===== config.mk =====
export PLATFORM = sky130hd
export DESIGN_NAME = link_irq_router
export DESIGN_NICKNAME = d
export VERILOG_FILES = /design/src/rtl/link_router_pkg.sv /design/src/rtl/link_cfg_regs.sv /design/src/rtl/link_req_merge.sv /design/src/rtl/link_valid_dec.sv /design/src/rtl/irq_xbar.sv /design/src/rtl/link_irq_router.sv
export SDC_FILE = /design/constraint.sdc
export NUM_CORES = 1
export LEC_CHECK = 0
export BUFFER_PORTS_ARGS = -buffer_cell sky130_fd_sc_hd__buf_2
export CAP_MARGIN = 25
export CORE_AREA = 2 2 84 102
export CTS_CLUSTER_SIZE = 8
export DETAILED_ROUTE_END_ITERATION = 12
export DIE_AREA = 0 0 86 104
export GPL_ROUTABILITY_DRIVEN = 0
export MAX_ROUTING_LAYER = met4
export PLACE_DENSITY_LB_ADDON = 0.05
export SYNTH_ARGS = -nofsm -noshare
export SYNTH_HDL_FRONTEND = slang
export SYNTH_SLANG_ARGS = --single-unit

===== constraint.sdc =====
create_clock -name clk -period 2.1 [get_ports clk]
set_input_delay 0.315 -clock clk [delete_from_list [all_inputs] [get_ports clk]]
set_output_delay 0.315 -clock clk [all_outputs]
set_load 0.005 [all_outputs]

===== src/rtl/link_router_pkg.sv =====
`timescale 1ns/1ps
package link_router_pkg;
  localparam int unsigned REG_W   = 8;
  localparam int unsigned FIELD_W = 4;
  localparam int unsigned DIS_BIT = 7;
  localparam logic [REG_W-1:0] KEEP_MASK = 8'h8F;
  localparam logic [REG_W-1:0] RESET_VAL = 8'h80;

  typedef logic [REG_W-1:0] link_reg_t;

  function automatic logic [FIELD_W-1:0] target_of(input link_reg_t r);
    return r[FIELD_W-1:0];
  endfunction

  function automatic logic is_off(input link_reg_t r);
    return r[DIS_BIT];
  endfunction
endpackage


===== src/rtl/link_cfg_regs.sv =====
`timescale 1ns/1ps
module link_cfg_regs
  import link_router_pkg::*;
#(
  parameter int unsigned NUM_LINKS = 8,
  parameter int unsigned SEL_W     = 4
) (
  input  logic                        clk,
  input  logic                        rst,
  input  logic                        we_i,
  input  logic [SEL_W-1:0]            sel_i,
  input  logic [REG_W-1:0]            wdata_i,
  output logic [REG_W-1:0]            rdata_o,
  output link_reg_t [NUM_LINKS-1:0]   regs_o
);
  logic              sel_ok;
  logic [REG_W-1:0]  wmasked;
  link_reg_t [NUM_LINKS-1:0] regs_q;

  assign sel_ok  = (sel_i != '0) && (sel_i <= SEL_W'(NUM_LINKS));
  assign wmasked = wdata_i & KEEP_MASK;

  for (genvar i = 0; i < NUM_LINKS; i++) begin : g_reg
    logic hit;
    assign hit = we_i && (sel_i == SEL_W'(i + 1)) && (wmasked != regs_q[i]);
    always_ff @(posedge clk) begin
      if (rst) begin
        regs_q[i] <= RESET_VAL;
      end else if (hit) begin
        regs_q[i] <= wmasked;
      end
    end


    reset_val_chk: assert property (@(posedge clk) rst |=> (regs_q[i] == RESET_VAL))
      else $error("steering register %0d not at reset value", i);


    unused_bits_zero_chk: assert property (@(posedge clk) disable iff (rst)
      (regs_q[i][6:4] == 3'b000))
      else $error("steering register %0d holds bits 6:4", i);
  end

  always_comb begin
    rdata_o = '0;
    for (int i = 0; i < NUM_LINKS; i++) begin
      if (sel_i == SEL_W'(i + 1)) rdata_o = regs_q[i];
    end
  end

  assign regs_o = regs_q;


  bad_sel_ignored_chk: assert property (@(posedge clk) disable iff (rst)
    (we_i && !sel_ok) |=> $stable(regs_q))
    else $error("write to a non-link select changed a register");
endmodule


===== src/rtl/link_req_merge.sv =====
`timescale 1ns/1ps
module link_req_merge #(
  parameter int unsigned NUM_LINKS     = 8,
  parameter int unsigned REQS_PER_LINK = 4,
  localparam int unsigned REQ_W = NUM_LINKS * REQS_PER_LINK
) (
  input  logic [REQ_W-1:0]     req_i,
  output logic [NUM_LINKS-1:0] active_o
);
  for (genvar i = 0; i < NUM_LINKS; i++) begin : g_or
    assign active_o[i] = |req_i[i*REQS_PER_LINK +: REQS_PER_LINK];
  end
endmodule


===== src/rtl/link_valid_dec.sv =====
`timescale 1ns/1ps
module link_valid_dec
  import link_router_pkg::*;
#(
  parameter int unsigned NUM_LINKS = 8,
  parameter int unsigned NUM_IRQS  = 16,
  parameter logic [NUM_IRQS-1:0] ALLOW_MASK = 16'hDEF8
) (
  input  link_reg_t [NUM_LINKS-1:0]            regs_i,
  output logic [NUM_LINKS-1:0][NUM_IRQS-1:0]   tgt_o
);
  for (genvar i = 0; i < NUM_LINKS; i++) begin : g_link
    logic [FIELD_W-1:0] tgt;
    logic               legal;
    assign tgt   = target_of(regs_i[i]);
    assign legal = !is_off(regs_i[i]) && (32'(tgt) < NUM_IRQS) && ALLOW_MASK[tgt];
    for (genvar n = 0; n < NUM_IRQS; n++) begin : g_line
      assign tgt_o[i][n] = legal && (32'(tgt) == n);
    end
  end
endmodule


===== src/rtl/irq_xbar.sv =====
`timescale 1ns/1ps
module irq_xbar #(
  parameter int unsigned NUM_LINKS = 8,
  parameter int unsigned NUM_IRQS  = 16
) (
  input  logic                               clk,
  input  logic                               rst,
  input  logic [NUM_LINKS-1:0]               active_i,
  input  logic [NUM_LINKS-1:0][NUM_IRQS-1:0] tgt_i,
  output logic [NUM_IRQS-1:0]                irq_o
);
  logic [NUM_IRQS-1:0] irq_d, irq_q;

  for (genvar n = 0; n < NUM_IRQS; n++) begin : g_line
    logic [NUM_LINKS-1:0] drv;
    for (genvar i = 0; i < NUM_LINKS; i++) begin : g_src
      assign drv[i] = active_i[i] && tgt_i[i][n];
    end
    assign irq_d[n] = |drv;
  end

  always_ff @(posedge clk) begin
    if (rst) irq_q <= '0;
    else     irq_q <= irq_d;
  end

  assign irq_o = irq_q;

  // one link selects at most one line
  for (genvar i = 0; i < NUM_LINKS; i++) begin : g_chk
    one_target_chk: assert property (@(posedge clk) disable iff (rst) $onehot0(tgt_i[i]))
      else $error("link %0d decodes to more than one line", i);
  end
endmodule


===== src/rtl/link_irq_router.sv =====
`timescale 1ns/1ps
module link_irq_router
  import link_router_pkg::*;
#(
  parameter int unsigned NUM_LINKS     = 8,
  parameter int unsigned REQS_PER_LINK = 4,
  parameter int unsigned NUM_IRQS      = 16,
  parameter logic [NUM_IRQS-1:0] ALLOW_MASK = 16'hDEF8,
  localparam int unsigned SEL_W = $clog2(NUM_LINKS + 1),
  localparam int unsigned REQ_W = NUM_LINKS * REQS_PER_LINK
) (
  input  logic                clk,
  input  logic                rst,
  input  logic [REQ_W-1:0]    link_req_i,
  input  logic                cfg_we_i,
  input  logic [SEL_W-1:0]    cfg_sel_i,
  input  logic [REG_W-1:0]    cfg_wdata_i,
  output logic [REG_W-1:0]    cfg_rdata_o,
  output logic [NUM_IRQS-1:0] irq_o
);
  link_reg_t [NUM_LINKS-1:0]             regs;
  logic [NUM_LINKS-1:0]                  active;
  logic [NUM_LINKS-1:0][NUM_IRQS-1:0]    tgt;

  link_cfg_regs #(.NUM_LINKS(NUM_LINKS), .SEL_W(SEL_W)) u_regs (
    .clk(clk), .rst(rst), .we_i(cfg_we_i), .sel_i(cfg_sel_i),
    .wdata_i(cfg_wdata_i), .rdata_o(cfg_rdata_o), .regs_o(regs)
  );

  link_req_merge #(.NUM_LINKS(NUM_LINKS), .REQS_PER_LINK(REQS_PER_LINK)) u_merge (
    .req_i(link_req_i), .active_o(active)
  );

  link_valid_dec #(.NUM_LINKS(NUM_LINKS), .NUM_IRQS(NUM_IRQS), .ALLOW_MASK(ALLOW_MASK)) u_dec (
    .regs_i(regs), .tgt_o(tgt)
  );

  irq_xbar #(.NUM_LINKS(NUM_LINKS), .NUM_IRQS(NUM_IRQS)) u_xbar (
    .clk(clk), .rst(rst), .active_i(active), .tgt_i(tgt), .irq_o(irq_o)
  );


  reserved_line_quiet_chk: assert property (@(posedge clk) disable iff (rst)
    ((irq_o & ~ALLOW_MASK) == '0))
    else $error("reserved IRQ line driven");


  irq_needs_request_chk: assert property (@(posedge clk) disable iff (rst)
    (irq_o != '0) |-> $past(active != '0))
    else $error("IRQ line asserted with no active link on the previous edge");
endmodule


==> results of run 1 <==
[placed cells by master (no fill, tap or decap), types with 10 or more instances in the layout]
master,count
a21oi_1,16
a221oi_1,14
a22oi_1,34
buf_2,63
buf_4,47
clkbuf_8,10
dfxtp_1,52
inv_1,10
mux2i_1,33
nand2_1,35
nand3_1,11
nor2_1,67
nor2b_1,13
nor3_1,14
nor3b_1,17
o21ai_0,11
xor2_1,12
[final cells by class]
class	instances	area [um^2]	share of cell area
timing repair buffer	113	716	0.137
clock buffer	10	138	0.0263
multi-input combinational	411	2840	0.542
tap	95	119	0.0227
clock inverter	6	82.6	0.0158
sequential	64	1300	0.249
inverter	10	37.5	0.00717
[where the power goes]
part	leakage [nW]	total [W]	switching, W	internal, W
logic	1.46	0.000319	0.000182	0.000137
clock network	0.112	0.00120	0.000501	0.000694
registers	0.520	0.00124	0.0000203	0.00122
total	2.09	0.00276	0.000703	0.00205
[path summary, 6_finish.rpt]
| path | endpoint | slack, ns | depth (start not counted) |
|---|---|---|---|
| max | cfg_rdata_o[1] | 0.06 | 6 |
| min | u_regs.regs_o[57] | 0.33 | 3 |
| max reg2reg | register | 0.23 | 6 |
| min reg2reg | u_regs.regs_o[7] | 0.48 | 1 |
[timing repair]
item | in CTS | in global routing
pin swaps | 1 | 6
setup buffers | 0 | 5
endpoints found under the setup margin | 3 | 4
resized for setup | 12 | 14
[stage by stage]
step / power (W) / worst slack [ns] / hold WS, ns / utilization / instances
global route: 0.00285 / -0.0206 / 0.328 / 0.656 / 709
CTS: 0.00277 / 0.000536 / 0.321 / 0.650 / 706
global placement: 0.00157 / -0.217 / 0.505 / 0.618 / 690
finish: 0.00276 / 0.0580 / 0.334 / 0.656 / 709
detailed placement: 0.00158 / -0.213 / 0.493 / 0.618 / 690
floorplan: 0.00145 / 0.337 / 0.411 / - / 522
[worst max-delay path: stages (launching register included)]
cell	delay, ns
dfxtp_2	0.36
mux2_2	0.28
a221oi_2	0.26
a2111oi_2	0.06
buf_4	0.16
a21o_1	0.14
buf_2	0.12
[routing by layer]
| layer | part of all wire | vias up | GRT usage | wire, um |
|---|---|---|---|---|
| li1 | - | 2123 | - | - |
| met1 | 0.37 | 2162 | 0.413 | 5580 |
| met2 | 0.48 | 298 | 0.584 | 7220 |
| met3 | 0.081 | 89 | 0.0667 | 1210 |
| met4 | 0.062 | 0 | 0.178 | 919 |
| met5 | 0 | - | - | 0 |
[cells by family after synthesis]
| family | share of synthesized area |
|---|---|
| other | 0.000875 |
| multiplexers | 0.101 |
| buffers and inverters | 0.0505 |
| adder cells (fa/ha/maj) | 0.00263 |
| AND/OR/NAND/NOR | 0.271 |
| flip-flops | 0.299 |
| XOR/XNOR | 0.0409 |
| AO/OA/AOI/OAI | 0.235 |
==> metrics.csv, run 1 <==
metric;value;unit
hp-class;in2reg;
htreeDepth;3;
fp.dieH;104;um
grt_max_degree;37;
synth.area.top_cells;dfxtp_1, mux2i_1, a22oi_1;
p_per_area;527;nW/um^2
cp_data_arrival_time;1.73;ns
async_flop_share;0;
max_clock_freq;0.490;GHz
initial_core_util;0.538;
routedWlPerCell;21.0;um
maxCapViolCount;0;
clk_latency;0.36;ns
route.vias.total;4672;
diodes;0;
critical_path.startpoint_type;register;
route.detailed.drc;0;
portBuffers;64;
drtPass1Iterations;7;
slew_viol_final;0;
grt_overflow_total;0;
core;7970;um^2
min_from;cfg_we_i;
status;complete, no violations;
crit_fanout;6;
peakVddDrop;0.423;mV
reg2reg_from;u_regs.regs_o[50];
netlist_top_cells_count;nor2_1, dfxtp_1, nand2_1, a22oi_1, mux2i_1;
grt_pass1_wl;24100;um
numCtsBuffers;9;
grt_pass1_vias;4487;
yosys.area.top_type;dfxtp_1;
cts_tree;done;
tns;0;ns
ctsHoldBuffers;0;
nets;656;
num_rows;36;
root_buffer;clkbuf_8;
grt_antenna_before_repair;0;
hold_viol_final;0;
period_share;0.972;
synth_area;4290;um^2
dieWidth;86;um
via_per_inst;6.59;
max_slew_margin;0.491;
stdcell_area;5230;um^2
synth_seq_area_share;0.299;
synth_top_area_share;0.299;
worst_pin_slew;0.761;ns
min_period;2.04;ns
power_leakage;2.09;nW
critPathKind;reg2out;
cp-end-kind;output port;
synth.most_common_cell;nor2_1;
fillCellCount;692;
grt_setup_unrepaired;true;
die_area;8940;um^2
synth_edf_count;0;
skew;0.0172;ns
cp-startpoint;u_regs.regs_o[1];
drt-total-wl;14900;um
place_area;4930;um^2
synthFlopType;dfxtp_1;
drtIter0Drc;580;
clockBufferDepth;2;
io_pins;71;
syn_inst;520;
synth_cell_type_count;62;
ys_warn_count;0;
clk_pin_slew;0.08;ns
track_usage;0.357;
critPathRequiredTime;1.78;ns
ys_ff_latch;64;
areaGrowthSynthToFinish;22.0;%
drive_gt1_frac;0.279;
cts_sinks;64;
place_hpwl;11000;um
drtAntennaViolNets;0;
setup_viol;0;
synth.avg_cell_area;8.25;um^2
No activity file was read; power rests on OpenSTA's default activity.
==> run 2: changes to the inputs <==
--- a/config.mk
+++ b/config.mk
@@ -14,6 +14,7 @@
 export GPL_ROUTABILITY_DRIVEN = 0
 export MAX_ROUTING_LAYER = met4
 export PLACE_DENSITY_LB_ADDON = 0.05
+export RECOVER_POWER = 100
 export SYNTH_ARGS = -nofsm -noshare
 export SYNTH_HDL_FRONTEND = slang
 export SYNTH_SLANG_ARGS = --single-unit
==> constraint.sdc (replaced) <==
create_clock -name clk -period 2 [get_ports clk]
set_input_delay 0.3 -clock clk [delete_from_list [all_inputs] [get_ports clk]]
set_output_delay 0.3 -clock clk [all_outputs]
set_load 0.005 [all_outputs]
==> run 2 against run 1 <==
  * Via count grew 0.24%
  * Highest routed layer unchanged
  * Cell count up 0.99%
  * Largest cell class unchanged
  * Core utilization increased by 0.20 points
  * Sequential share of layout area barely moved
  * Critical path type unchanged
  * Largest power group unchanged
==> metrics.csv, run 2 (synthesized netlist as in run 1, its figures left out) <==
metric;value;unit;change
route.detailed.drc;0;;unchanged
multi_input_area;2870;um^2;was 2840 um^2
clockBufferDepth;2;;unchanged
min_period;1.97;ns;
core;7970;um^2;unchanged
grt_overflow_total;0;;unchanged
die_area;8940;um^2;unchanged
worst_slack;0.0329;ns;was 0.0580 ns
seqCellArea;1310;um^2;was 1300 um^2
hold_viol_final;0;;unchanged
skew;0.0117;ns;was 0.0172 ns
drtAntennaViolNets;0;;unchanged
cp_data_arrival_time;1.67;ns;was 1.73 ns
power_leakage;2.08;nW;was 2.09 nW
utilization;0.658;;was 0.656
io_pins;71;;unchanged
drive_gt1_frac;0.272;;was 0.279
fillCellCount;706;;was 692
crit_fanout;6;;unchanged
place_hpwl;11000;um;about the same
p_switching;0.000735;W;was 0.000703 W
hp-class;in2reg;;unchanged
finalPower;0.00273;W;was 0.00276 W
dieWidth;86;um;unchanged
track_usage;0.354;;was 0.357
grt_antenna_before_repair;0;;unchanged
cts_tree;done;;unchanged
grt_pass1_wl;23700;um;was 24100 um
tns;0;ns;unchanged
drt-total-wl;15000;um;was 14900 um
worst_pin_slew;0.771;ns;was 0.761 ns
critPathKind;reg2out;;unchanged
critPathRequiredTime;1.70;ns;was 1.78 ns
nets;663;;was 656
p_int;0.00200;W;was 0.00205 W
swShare;0.269;;was 0.255
via_per_inst;6.54;;was 6.59
mostFrequentLayoutCells;nor2_1, buf_4, buf_2, dfxtp_1, nand2_1;;was nor2_1, buf_2, dfxtp_1, buf_4, nand2_1
cp-end-kind;output port;;unchanged
num_rows;36;;unchanged
clk_pin_slew;0.07;ns;was 0.08 ns
route.vias.total;4683;;was 4672
root_buffer;clkbuf_8;;unchanged
grt_pass1_vias;4505;;was 4487
grt_setup_unrepaired;true;;unchanged
critical_path.startpoint_type;register;;unchanged
grt_max_degree;31;;was 37
final_common_cell;nor2_1;;unchanged
drtIter0Drc;443;;was 580
pwr-share-comb;0.125;;was 0.116
portBuffers;64;;unchanged
clockPowerShare;0.398;;was 0.433
setup_viol;0;;unchanged
routedWlPerCell;20.9;um;was 21.0 um
diodes;0;;unchanged
max_clock_freq;0.508;GHz;
initial_core_util;0.538;;unchanged
post-place-ws;-0.222;ns;was -0.213 ns
peakVddDrop;0.398;mV;was 0.423 mV
htreeDepth;3;;unchanged
numCtsBuffers;9;;unchanged
drtPass1Iterations;10;;was 7
cts_sinks;64;;unchanged
status;complete, no violations;;unchanged
reg2reg_slack;0.12;ns;was 0.23 ns
pwr-share-seq;0.477;;was 0.451
maxCapViolCount;0;;unchanged
fp.dieH;104;um;unchanged
max_slew_margin;0.485;;was 0.491
slew_viol_final;0;;unchanged
period_share;0.984;;
clk_latency;0.36;ns;about the same
p_per_area;521;nW/um^2;was 527 nW/um^2
areaGrowthSynthToFinish;22.4;%;was 22.0%
[run 2: cell types whose count changed in the layout (fill, tap and decap cells not counted), sizes merged]
| cell | change |
|---|---|
| bufinv | -1 |
| clkinvlp | -1 |
| clkbuf | +10 |
| buf | -1 |
[run 2: final cells by class]
type                    count  share of cell area
inverters                  10             0.00715
flip-flops and latches     64               0.249
clock buffers              12              0.0257
well taps                  95              0.0226
clock inverters             4             0.00858
repair buffers            120               0.140
multi-input cells         411               0.547
[run 2: path summary, 6_finish.rpt]
kind | start | end | cells after the start
max | u_regs.regs_o[1] | cfg_rdata_o[1] | 5
min | cfg_we_i | u_regs.regs_o[57] | 3
max reg2reg | u_regs.regs_o[55] | u_xbar.irq_o[12] | 7
min reg2reg | u_regs.regs_o[51] | u_regs.regs_o[51] | 2
[run 2: what timing repair did]
item,in CTS,in global routing
setup endpoints to repair,3,4
buffers inserted,3,0
hold buffers,0,0
pin swaps,5,3
gates resized for setup,25,8
[run 2: routing by layer]
layer | GRT usage | wire length, um
met5 | - | 0
met1 | 0.412 | 5790
met3 | 0.0754 | 1240
met2 | 0.545 | 6920
met4 | 0.224 | 1040
[run 2: metrics by stage]
| step | cell area [um^2] | hold WS (ns) | instances |
|---|---|---|---|
| after floorplan | 4300 | 0.396 | 522 |
| after global placement | 4980 | 0.504 | 700 |
| after detailed placement | 4980 | 0.507 | 700 |
| after CTS | 5230 | 0.291 | 717 |
| after global routing | 5250 | 0.321 | 716 |
| final | 5250 | 0.304 | 716 |
[run 2: power groups by stage]
stage | logic (W) | registers [W] | clock network (W)
after floorplan | 0.000201 | 0.00133 | 0
after global placement | 0.000316 | 0.00133 | 0
after detailed placement | 0.000323 | 0.00134 | 0
after CTS | 0.000334 | 0.00130 | 0.00110
after global routing | 0.000368 | 0.00130 | 0.00115
final | 0.000343 | 0.00130 | 0.00109
[run 2: worst max-delay path, cell delays in order (launching register included)]
cell and delay [ns]:
dfxtp_2 0.36, mux2_2 0.29, a221oi_2 0.26, a2111oi_2 0.09
a21o_1 0.19, buf_2 0.12
